`src/rtl/gpio_irq_pkg.sv`:
```
package gpio_irq_pkg;

  typedef enum logic [1:0] {
    RD_NONE  = 2'd0,
    RD_CAUSE = 2'd1,
    RD_EMASK = 2'd2,
    RD_LMASK = 2'd3
  } rdSel_e;

  typedef struct packed {
    logic   wrCause;
    logic   wrEdgeMask;
    logic   wrLevelMask;
    rdSel_e rdSel;
  } ctlStrobes_t;

endpackage

```
`src/rtl/gpio_irq_ctrl.sv`:
```
module gpio_irq_ctrl
  import gpio_irq_pkg::*;
#(
  parameter int ADDR_W   = 8,
  parameter int MASK_OFS = 32
) (
  input  logic              busWrEn,
  input  logic [ADDR_W-1:0] busAddr,
  output ctlStrobes_t       strobes
);

  localparam int CAUSE_ADDR = 'h14;
  localparam int EMASK_ADDR = 'h18 + MASK_OFS;
  localparam int LMASK_ADDR = 'h1C + MASK_OFS;

  logic hitCause, hitEdgeMask, hitLevelMask;

  assign hitCause     = (busAddr == ADDR_W'(CAUSE_ADDR));
  assign hitEdgeMask  = (busAddr == ADDR_W'(EMASK_ADDR));
  assign hitLevelMask = (busAddr == ADDR_W'(LMASK_ADDR));

  always_comb begin
    strobes.wrCause     = busWrEn && hitCause;
    strobes.wrEdgeMask  = busWrEn && hitEdgeMask;
    strobes.wrLevelMask = busWrEn && hitLevelMask;
    if (hitCause)
      strobes.rdSel = RD_CAUSE;
    else if (hitEdgeMask)
      strobes.rdSel = RD_EMASK;
    else if (hitLevelMask)
      strobes.rdSel = RD_LMASK;
    else
      strobes.rdSel = RD_NONE;
  end

endmodule

```
`src/rtl/gpio_irq_datapath.sv`:
```
module gpio_irq_datapath
  import gpio_irq_pkg::*;
#(
  parameter int NUM_PINS   = 32,
  parameter int GROUP_SIZE = 8
) (
  input  logic                           clk,
  input  logic                           rstN,
  input  logic [NUM_PINS-1:0]            pinLevel,
  input  ctlStrobes_t                    strobes,
  input  logic [NUM_PINS-1:0]            busWrData,
  output logic [NUM_PINS-1:0]            busRdData,
  output logic [NUM_PINS/GROUP_SIZE-1:0] irqOut
);

  localparam int NUM_GROUPS = NUM_PINS / GROUP_SIZE;

  logic [NUM_PINS-1:0]   prevLevel, causeQ, edgeMaskQ, levelMaskQ;
  logic [NUM_PINS-1:0]   riseVec, keepVec, pinReq;
  logic                  seeded;
  logic [NUM_GROUPS-1:0] grpReq, irqQ;

  // rising edge only once the history register holds a real sample
  assign riseVec = pinLevel & ~prevLevel & {NUM_PINS{seeded}};
  // write-zero-to-clear: a written 1 keeps the bit
  assign keepVec = strobes.wrCause ? busWrData : {NUM_PINS{1'b1}};
  assign pinReq  = (pinLevel & levelMaskQ) | (causeQ & edgeMaskQ);

  for (genvar g = 0; g < NUM_GROUPS; g++) begin : g_group
    assign grpReq[g] = |pinReq[g*GROUP_SIZE +: GROUP_SIZE];
  end

  always_ff @(posedge clk or negedge rstN) begin
    if (!rstN) begin
      prevLevel  <= '0;
      seeded     <= 1'b0;
      causeQ     <= '0;
      edgeMaskQ  <= '0;
      levelMaskQ <= '0;
      irqQ       <= '0;
    end else begin
      prevLevel <= pinLevel;
      seeded    <= 1'b1;
      // new edge has priority over a clear in the same cycle
      causeQ    <= (causeQ & keepVec) | riseVec;
      if (strobes.wrEdgeMask)
        edgeMaskQ <= busWrData;
      if (strobes.wrLevelMask)
        levelMaskQ <= busWrData;
      irqQ <= grpReq;
    end
  end

  always_comb begin
    case (strobes.rdSel)
      RD_CAUSE: busRdData = causeQ;
      RD_EMASK: busRdData = edgeMaskQ;
      RD_LMASK: busRdData = levelMaskQ;
      default:  busRdData = '0;
    endcase
  end

  assign irqOut = irqQ;


  edge_latch_chk: assert property (@(posedge clk) disable iff (!rstN)
    (|riseVec) |=> ((causeQ & $past(riseVec)) == $past(riseVec)));


  cause_origin_chk: assert property (@(posedge clk) disable iff (!rstN)
    1'b1 |=> ((causeQ & ~$past(causeQ) & ~$past(riseVec)) == '0));


  cause_hold_chk: assert property (@(posedge clk) disable iff (!rstN)
    !strobes.wrCause |=> ((causeQ & $past(causeQ)) == $past(causeQ)));


  irq_drop_chk: assert property (@(posedge clk) disable iff (!rstN)
    (pinReq == '0) |=> (irqQ == '0));


  irq_raise_chk: assert property (@(posedge clk) disable iff (!rstN)
    (|pinReq) |=> (|irqQ));


  one_target_chk: assert property (@(posedge clk) disable iff (!rstN)
    $onehot0({strobes.wrCause, strobes.wrEdgeMask, strobes.wrLevelMask}));

endmodule

```
`src/rtl/gpio_irq_agg.sv`:
```
module gpio_irq_agg
  import gpio_irq_pkg::*;
#(
  parameter int NUM_PINS   = 32,
  parameter int GROUP_SIZE = 8,
  parameter int ADDR_W     = 8,
  parameter int MASK_OFS   = 32
) (
  input  logic                           clk,
  input  logic                           rstN,
  input  logic [NUM_PINS-1:0]            pinLevel,
  input  logic                           busWrEn,
  input  logic [ADDR_W-1:0]              busAddr,
  input  logic [NUM_PINS-1:0]            busWrData,
  output logic [NUM_PINS-1:0]            busRdData,
  output logic [NUM_PINS/GROUP_SIZE-1:0] irqOut
);

  ctlStrobes_t strobes;

  gpio_irq_ctrl #(
    .ADDR_W  (ADDR_W),
    .MASK_OFS(MASK_OFS)
  ) u_ctrl (
    .busWrEn(busWrEn),
    .busAddr(busAddr),
    .strobes(strobes)
  );

  gpio_irq_datapath #(
    .NUM_PINS  (NUM_PINS),
    .GROUP_SIZE(GROUP_SIZE)
  ) u_dp (
    .clk      (clk),
    .rstN     (rstN),
    .pinLevel (pinLevel),
    .strobes  (strobes),
    .busWrData(busWrData),
    .busRdData(busRdData),
    .irqOut   (irqOut)
  );

endmodule

```
`config.mk`:
```
export PLATFORM = sky130hd
export DESIGN_NAME = gpio_irq_agg
export DESIGN_NICKNAME = d
export VERILOG_FILES = /design/src/rtl/gpio_irq_pkg.sv /design/src/rtl/gpio_irq_ctrl.sv /design/src/rtl/gpio_irq_datapath.sv /design/src/rtl/gpio_irq_agg.sv
export SDC_FILE = /design/constraint.sdc
export NUM_CORES = 1
export LEC_CHECK = 0
export BUFFER_PORTS_ARGS = -buffer_cell sky130_fd_sc_hd__buf_4
export CAP_MARGIN = 25
export CORE_MARGIN = 1.5
export CORE_UTILIZATION = 60
export CTS_BUF_LIST = sky130_fd_sc_hd__clkbuf_4 sky130_fd_sc_hd__clkbuf_8 sky130_fd_sc_hd__clkbuf_16
export DETAILED_ROUTE_END_ITERATION = 16
export GPL_TIMING_DRIVEN = 0
export HOLD_SLACK_MARGIN = 0.15
export PLACE_DENSITY = 0.91
export SLEW_MARGIN = 0
export SYNTH_ARGS = -nofsm -noshare
export SYNTH_HDL_FRONTEND = slang
export SYNTH_SLANG_ARGS = --single-unit
```
`constraint.sdc`:
```
create_clock -name clk -period 3.2 [get_ports clk]
set_input_delay 0.64 -clock clk [delete_from_list [all_inputs] [get_ports clk]]
set_output_delay 0.64 -clock clk [all_outputs]
set_load 0.02 [all_outputs]
```
==> qor.txt, run 1 <==
clock sink total: 133
vias after detailed routing: 5031
static leakage power: 3.61 nW
crit path max fanout: 10
Chip Height: 104 um
Boundary Pins: 111
master of the slowest instance on the critical path: sky130_fd_sc_hd__or4_4
initial core utilization: 0.622
category of the worst setup path capture point: output pin
number of buffers and inverters on the critical path: 3
Synth Area per Inst: 12.9 um^2
total CTS buffers: 17
number of iterations in the first detailed-routing pass: 5
final number of hold-violating endpoints: 0
number of core rows: 36
buffer type at the clock tree root: sky130_fd_sc_hd__clkbuf_8
share of the yosys chip area belonging to registers: 0.545
Syn Nets: 549
largest area contributor in the synthesized netlist: sky130_fd_sc_hd__dfrtp_1
Routed Wire Length: 18100 um
fraction of layout cells with a size suffix above 1: 0.359
critical path data required time: 2.56 ns
CP Class: input pin to output pin
status: completed
largest stage delay on the critical path: 0.56 ns
via density per instance: 6.70
cell chain of the critical path: buf_4 -> or4_4 -> nor4b_4 -> clkbuf_2 -> o2bb2ai_1 -> buf_4
core area: 0.00982 mm^2
final weighted congestion in routability-driven placement: 0.900
top post-synthesis cells by area: sky130_fd_sc_hd__dfrtp_1 (55%), sky130_fd_sc_hd__mux2_4 (7.4%), sky130_fd_sc_hd__mux2_2 (6.3%), sky130_fd_sc_hd__a32o_1 (4.9%), sky130_fd_sc_hd__o2bb2ai_1 (4.9%)
Clock Latency Late Sink: 0.54 ns
post-synth top area share: 0.545
cell with the most instances after synthesis: sky130_fd_sc_hd__dfrtp_1
final clock skew: 0.00688 ns
max-cap violation count: 0
first-pass GRT wire length: 28500 um
die footprint: 0.0108 mm^2
kind of path behind the tightest hold check: input pin to flip-flop
count of state elements after synthesis: 133
final critical delay including setup and external delays: 3.06 ns
dominant synthesized flop cell: sky130_fd_sc_hd__dfrtp_1
CTS tree: built
RSZ-0062 raised after global routing: false
Critical Path AT: 2.42 ns
post-route setup TNS: 0 ns
final worst setup slack: 0.142 ns
Setup WS pre-CTS: -0.238 ns
cell family contributing the most delay on the critical path: simple AND/OR/NAND/NOR gates
maximum number of pins on one net before global-route repair: 68
layout overhead on the synthesized area: 27.9%
number of DRC markers in iteration 0: 441
final-stage net count: 680
Crit path top cell by count: sky130_fd_sc_hd__buf_4
average wire per cell in the routed design: 24.1 um
Netlist Area Pre-Place: 0.00611 mm^2
number of flops mapped to enable cells by yosys: 0
count of port buffers added during placement: 110
n_diodes: 0
commonest cells in the netlist: sky130_fd_sc_hd__dfrtp_1 (133), sky130_fd_sc_hd__nand4_1 (36), sky130_fd_sc_hd__mux2_2 (34), sky130_fd_sc_hd__o2bb2ai_1 (34)
setup violators final: 0
worst relative slew slack: 0.496
deepest level of the CTS H-tree: 4
antenna violation net count after detailed routing: 0
count of yosys warnings during synthesis: 0
Post-CTS Repair Setup Buffers: 0
post-synthesis cell count: 474
power density of the placed cells: 560 mW/mm^2
number of antenna violations at the first check in global routing: 0
total count of max-transition violations in the final report: 0
Final Cycle Share: 0.956
FMAX: 327 MHz
vias in the first global route: 5310
overall fraction of global-route tracks in use: 0.347
startpoint kind of the worst setup timing path: input pin
aggregate global routing overflow: 0
number of different library cells in the post-synthesis netlist: 25
DP Wirelength: 11800 um
Post-synth ARST share: 1.00
Post-route DRC: 0
Die Wd: 104 um
transition time at the pin with the least slew margin: 0.755 ns
number of buffers on the longest clock path: 2
clock-pin transition on the worst setup and hold timing paths: 0.06 ns
worst vdd ir: 0.533 mV
==> layer usage <==
| layer | part of all wire | up-vias | global-route usage |
|---|---|---|---|
| met2 | 0.50 | 354 | 0.561 |
| met3 | 0.092 | 57 | 0.0959 |
| li1 | - | 2096 | - |
| met1 | 0.39 | 2524 | 0.442 |
| met4 | 0.023 | 0 | 0.143 |
| met5 | 0 | - | 0 |
==> registers in the layout, indices dropped and copies added (netlist names) <==
name	cells
u_dp.causeQ	32
u_dp.edgeMaskQ	32
u_dp.levelMaskQ	32
u_dp.prevLevel	32
u_dp.irqOut	4
u_dp.seeded	1
==> path summary, 6_finish.rpt <==
kind,endpoint,depth (start not counted),slack (ns),from
max in group asynchronous,u_dp.causeQ[8],3,1.79,rstN
worst max-delay path,busRdData[25],6,0.14,busAddr[1]
worst min register to register,u_dp.causeQ[31],1,0.46,u_dp.prevLevel[31]
worst min-delay path,u_dp.prevLevel[6],1,0.22,pinLevel[6]
min in group asynchronous,u_dp.prevLevel[18],2,0.67,rstN
worst max register to register,u_dp.causeQ[30],3,1.73,u_dp.seeded
==> final cells by class <==
class	count	area, um^2
clock buffer	22	458
inverter	31	116
timing repair buffer	112	867
sequential	133	3330
buffer	36	201
tap	133	166
clock inverter	10	178
multi-input combinational	274	2490
fill	564	2010
==> layout by cell type (no fill, tap or decap), types with 2 or more instances in the layout <==
cell type                   count
sky130_fd_sc_hd__buf_6          2
sky130_fd_sc_hd__clkbuf_1      23
sky130_fd_sc_hd__or4_4          2
sky130_fd_sc_hd__mux2_2        34
sky130_fd_sc_hd__clkbuf_16     16
sky130_fd_sc_hd__nand4_1       36
sky130_fd_sc_hd__a22oi_1       32
sky130_fd_sc_hd__buf_1          3
sky130_fd_sc_hd__nand2_1        4
sky130_fd_sc_hd__dfrtp_1      133
sky130_fd_sc_hd__clkbuf_2       2
sky130_fd_sc_hd__clkinv_2       4
sky130_fd_sc_hd__nor2b_1       32
sky130_fd_sc_hd__clkbuf_4       5
sky130_fd_sc_hd__bufinv_16      5
sky130_fd_sc_hd__inv_1         31
sky130_fd_sc_hd__buf_2          3
sky130_fd_sc_hd__buf_12         3
sky130_fd_sc_hd__buf_4        109
sky130_fd_sc_hd__a32o_1        30
sky130_fd_sc_hd__a22o_1        16
sky130_fd_sc_hd__a221oi_1      16
sky130_fd_sc_hd__o2bb2ai_1     34
sky130_fd_sc_hd__clkbuf_8       2
sky130_fd_sc_hd__mux2_4        30
sky130_fd_sc_hd__and2_1         2
==> logic make-up (layout without fill, tap and decap cells) <==
kind of cell,Yosys count,count (layout),share of synthesized area
DFF,133,133,0.545
AOI/OAI and AO/OA,128,128,0.183
and+or+nand+nor,81,81,0.0836
buffers and inverters,67,211,0.0510
muxes,64,64,0.136
other,1,1,0.000614
==> power breakdown <==
part,internal [mW],switching [mW]
clock,1.39,0.732
combinational,0.193,0.232
sequential,1.76,0.0547
total,3.35,1.02
==> stage by stage <==
stage / cells / utilization / power, mW / hold WS (ns) / area [um^2]
2_1_floorplan: 474 / - / 2.02 / 0.344 / 6110
3_3_place_gp: 717 / 0.723 / 2.23 / 0.396 / 7100
3_5_place_dp: 718 / 0.726 / 2.25 / 0.423 / 7130
4_1_cts: 751 / 0.793 / 4.34 / 0.232 / 7790
5_1_grt: 751 / 0.795 / 4.46 / 0.217 / 7810
6_report: 751 / 0.795 / 4.37 / 0.223 / 7810
==> timing repair <==
item,in CTS,in global routing
endpoints found under the hold margin,59,0
pin swaps,0,0
setup endpoints to repair,30,32
resized for setup,5,3
hold buffers,1,0
(Power assumes the default switching activity.)
==> run 2, diff against run 1 <==
--- a/config.mk
+++ b/config.mk
@@ -5,6 +5,7 @@
 export SDC_FILE = /design/constraint.sdc
 export NUM_CORES = 1
 export LEC_CHECK = 0
+export ABC_AREA = 1
 export BUFFER_PORTS_ARGS = -buffer_cell sky130_fd_sc_hd__buf_4
 export CAP_MARGIN = 25
 export CORE_MARGIN = 1.5
==> run 2 against run 1 <==
Net effect:
- setup slack improved by 0.14 ns
- die area rose by 3.2%
- sequential power barely moved
- clock power fell by 8%
- non-clock buffer count rose by 10
- total power fell by 4.1%
- register-to-register slack improved by 0.08 ns
- final cell count rose by 40%
- first-iteration DRC count rose by 100%
- critical endpoint is now busRdData[14]
==> qor.txt, run 2 <==
worst vdd ir: 0.569 mV (+6.7%)
CTS tree: built
buffer type at the clock tree root: sky130_fd_sc_hd__clkbuf_8
initial core utilization: 0.614 (-0.00798)
Post-synth ARST share: 1.00 (unchanged)
crit path max fanout: 10 (unchanged)
final critical delay including setup and external delays: 2.92 ns (-0.136 ns)
via density per instance: 6.14 (-8.3%)
fraction of power consumed by combinational cells: 0.095 (-0.002)
Clock Latency Late Sink: 0.54 ns (about the same)
max-cap violation count: 0 (unchanged)
number of iterations in the first detailed-routing pass: 6 (+1)
number of flops mapped to enable cells by yosys: 0 (unchanged)
status: completed
layout overhead on the synthesized area: 25.6%
fraction of layout cells with a size suffix above 1: 0.202 (-0.157)
maximum number of pins on one net before global-route repair: 82 (+21%)
overall fraction of global-route tracks in use: 0.377 (+0.0300)
CP Class: input pin to output pin
number of different library cells in the post-synthesis netlist: 18 (-28%)
Clk network pwr share: 0.471 (-0.015)
final core area utilization: 0.771 (-0.0239)
Chip Height: 106 um (+1.6%)
final weighted congestion in routability-driven placement: 0.913 (+1.5%)
number of DRC markers in iteration 0: 886 (+100%)
aggregate global routing overflow: 0 (unchanged)
clock sink total: 133 (unchanged)
count of port buffers added during placement: 109 (-0.91%)
core area: 0.0103 mm^2 (+4.7%)
reported net switching power: 1.04 mW (+1.8%)
Worst R2R Path Depth: 3 (unchanged)
cell with the most instances after synthesis: sky130_fd_sc_hd__nand2_1
vias after detailed routing: 6454 (+28%)
commonest non-fill, non-tap cell in the layout: sky130_fd_sc_hd__nand2_1
Syn Nets: 847 (+54%)
Min-Delay Path Depth: 1 (unchanged)
Final Cycle Share: 0.913 (-0.0425)
critical path data required time: 2.56 ns (about the same)
final-stage net count: 977 (+44%)
worst relative slew slack: 0.549 (+0.0526)
dominant synthesized flop cell: sky130_fd_sc_hd__dfrtp_1
transition time at the pin with the least slew margin: 0.676 ns (-0.0789 ns)
setup violators final: 0 (unchanged)
Synth Area per Inst: 8.17 um^2 (-37%)
static leakage power: 4.10 nW (+14%)
number of buffers on the longest clock path: 2 (unchanged)
Routed Wire Length: 19900 um (+9.7%)
Netlist Area Pre-Place: 0.00631 mm^2 (+3.3%)
Critical Path AT: 2.28 ns (-0.14 ns)
number of antenna violations at the first check in global routing: 0 (unchanged)
total CTS buffers: 17 (unchanged)
Int Pwr: 3.15 mW (-5.9%)
Die Wd: 106 um (+1.6%)
n_diodes: 0 (unchanged)
largest area contributor in the synthesized netlist: sky130_fd_sc_hd__dfrtp_1
Post-route DRC: 0 (unchanged)
switching fraction of total power: 0.247 (+0.0143)
sequential cell fraction of total power: 0.433 (+0.017)
kind of path behind the tightest hold check: input pin to flip-flop
startpoint kind of the worst setup timing path: input pin
power density of the placed cells: 528 mW/mm^2 (-5.6%)
share of the yosys chip area belonging to registers: 0.528 (-0.0175)
number of inserted filler cells in the final layout: 718 (+27%)
Boundary Pins: 111 (unchanged)
vias in the first global route: 6306 (+19%)
top post-synthesis cells by area: sky130_fd_sc_hd__dfrtp_1 (53%), sky130_fd_sc_hd__nand2_1 (18%), sky130_fd_sc_hd__nand3_1 (13%), sky130_fd_sc_hd__nand4_1 (4.8%), sky130_fd_sc_hd__nand3b_1 (3.8%)
antenna violation net count after detailed routing: 0 (unchanged)
most frequent cells in the layout: sky130_fd_sc_hd__nand2_1 (296), sky130_fd_sc_hd__nand3_1 (161), sky130_fd_sc_hd__dfrtp_1 (133), sky130_fd_sc_hd__buf_4 (119), sky130_fd_sc_hd__nand4_1 (48)
count of state elements after synthesis: 133 (unchanged)
FMAX: 342 MHz (+4.7%)
final clock skew: 0.00660 ns (-0.000281 ns)
average wire per cell in the routed design: 18.9 um (-22%)
number of core rows: 37 (+2.8%)
deepest level of the CTS H-tree: 4 (unchanged)
total count of max-transition violations in the final report: 0 (unchanged)
clock-pin transition on the worst setup and hold timing paths: 0.06 ns (about the same)
commonest cells in the netlist: sky130_fd_sc_hd__nand2_1 (296), sky130_fd_sc_hd__nand3_1 (161), sky130_fd_sc_hd__dfrtp_1 (133)
post-synthesis cell count: 772 (+63%)
RSZ-0062 raised after global routing: false
post-synth top area share: 0.528 (-0.0175)
category of the worst setup path capture point: output pin
post-route setup TNS: 0 ns (unchanged)
final number of hold-violating endpoints: 0 (unchanged)
count of yosys warnings during synthesis: 0 (unchanged)
DP Wirelength: 12800 um (+8.3%)
first-pass GRT wire length: 31700 um (+11%)
die footprint: 0.0111 mm^2 (+3.2%)
## run 2: cell count changes after synthesis, sizes merged, moves of 27 or more
| cell | before | now |
|---|---|---|
| nand3b | 0 | 32 |
| nand3 | 1 | 161 |
| nor2b | 32 | 0 |
| buf | 10 | 37 |
| nand2 | 4 | 299 |
| mux2 | 64 | 0 |
| o2bb2ai | 34 | 0 |
| a22oi | 32 | 0 |
| a32o | 30 | 0 |
## run 2: power groups by stage
stage | registers, mW | logic [mW] | clock network, mW
after floorplan | 1.85 | 0.147 | 0
after global placement | 1.84 | 0.372 | 0
after detailed placement | 1.84 | 0.386 | 0
after CTS | 1.81 | 0.394 | 1.96
after global routing | 1.82 | 0.432 | 2.04
final | 1.82 | 0.399 | 1.97
## run 2: cell families (layout without fill, tap and decap cells)
group,after synthesis,in the layout,share of synthesized area
flip-flops,133,133,0.528
AND/OR/NAND/NOR,556,556,0.408
other,1,1,0.000594
buffers and inverters,82,225,0.0639
## run 2: worst max-delay path, cell delays in order
cell and delay [ns]:
sky130_fd_sc_hd__buf_4 0.10, sky130_fd_sc_hd__nor2_1 0.27, sky130_fd_sc_hd__nand2_2 0.20, sky130_fd_sc_hd__nor2_4 0.28, sky130_fd_sc_hd__buf_2 0.34, sky130_fd_sc_hd__nand3_1 0.16
sky130_fd_sc_hd__nand3_1 0.13, sky130_fd_sc_hd__buf_4 0.15
## run 2: cell type report
cell class | count | area, um^2 | share of cell area
tap | 136 | 170 | 0.0215
clock buffer | 22 | 458 | 0.0578
buffer | 47 | 272 | 0.0343
clock inverter | 10 | 130 | 0.0164
inverter | 35 | 131 | 0.0166
timing repair buffer | 111 | 860 | 0.108
multi-input combinational | 557 | 2580 | 0.325
sequential | 133 | 3330 | 0.420
## run 2: routing by layer
| metal | up-vias | GRT usage | wire, um |
|---|---|---|---|
| met2 | 538 | 0.585 | 9310 |
| met1 | 2992 | 0.486 | 7130 |
| met3 | 110 | 0.106 | 2490 |
| met5 | - | 0 | 0 |
| met4 | 0 | 0.194 | 952 |
| li1 | 2814 | - | - |
## run 2: final timing paths
path	end	slack, ns	startpoint
worst max-delay path	busRdData[14]	0.28	busAddr[1]
worst min-delay path	u_dp.prevLevel[7]	0.22	pinLevel[7]
worst max register to register	u_dp.causeQ[22]	1.81	u_dp.seeded
worst min register to register	u_dp.causeQ[11]	0.48	u_dp.prevLevel[11]
max in group asynchronous	u_dp.edgeMaskQ[18]	1.78	rstN
min in group asynchronous	u_dp.seeded	0.63	rstN
## run 2: through the flow
step	area, um^2	std cells	hold slack (ns)	setup slack (ns)	total power, mW
after detailed placement	7330	1018	0.475	0.416	2.23
after floorplan	6310	772	0.344	1.02	2.00
final	7930	1051	0.219	0.278	4.19
after CTS	7930	1051	0.220	0.372	4.17
after global placement	7300	1017	0.468	0.440	2.21
after global routing	7930	1051	0.214	0.269	4.29
## run 2: what timing repair did
action                    CTS  global route
hold buffers                1             0
hold endpoints to repair   52             0
gates resized for setup     0             0
buffers inserted            0             0
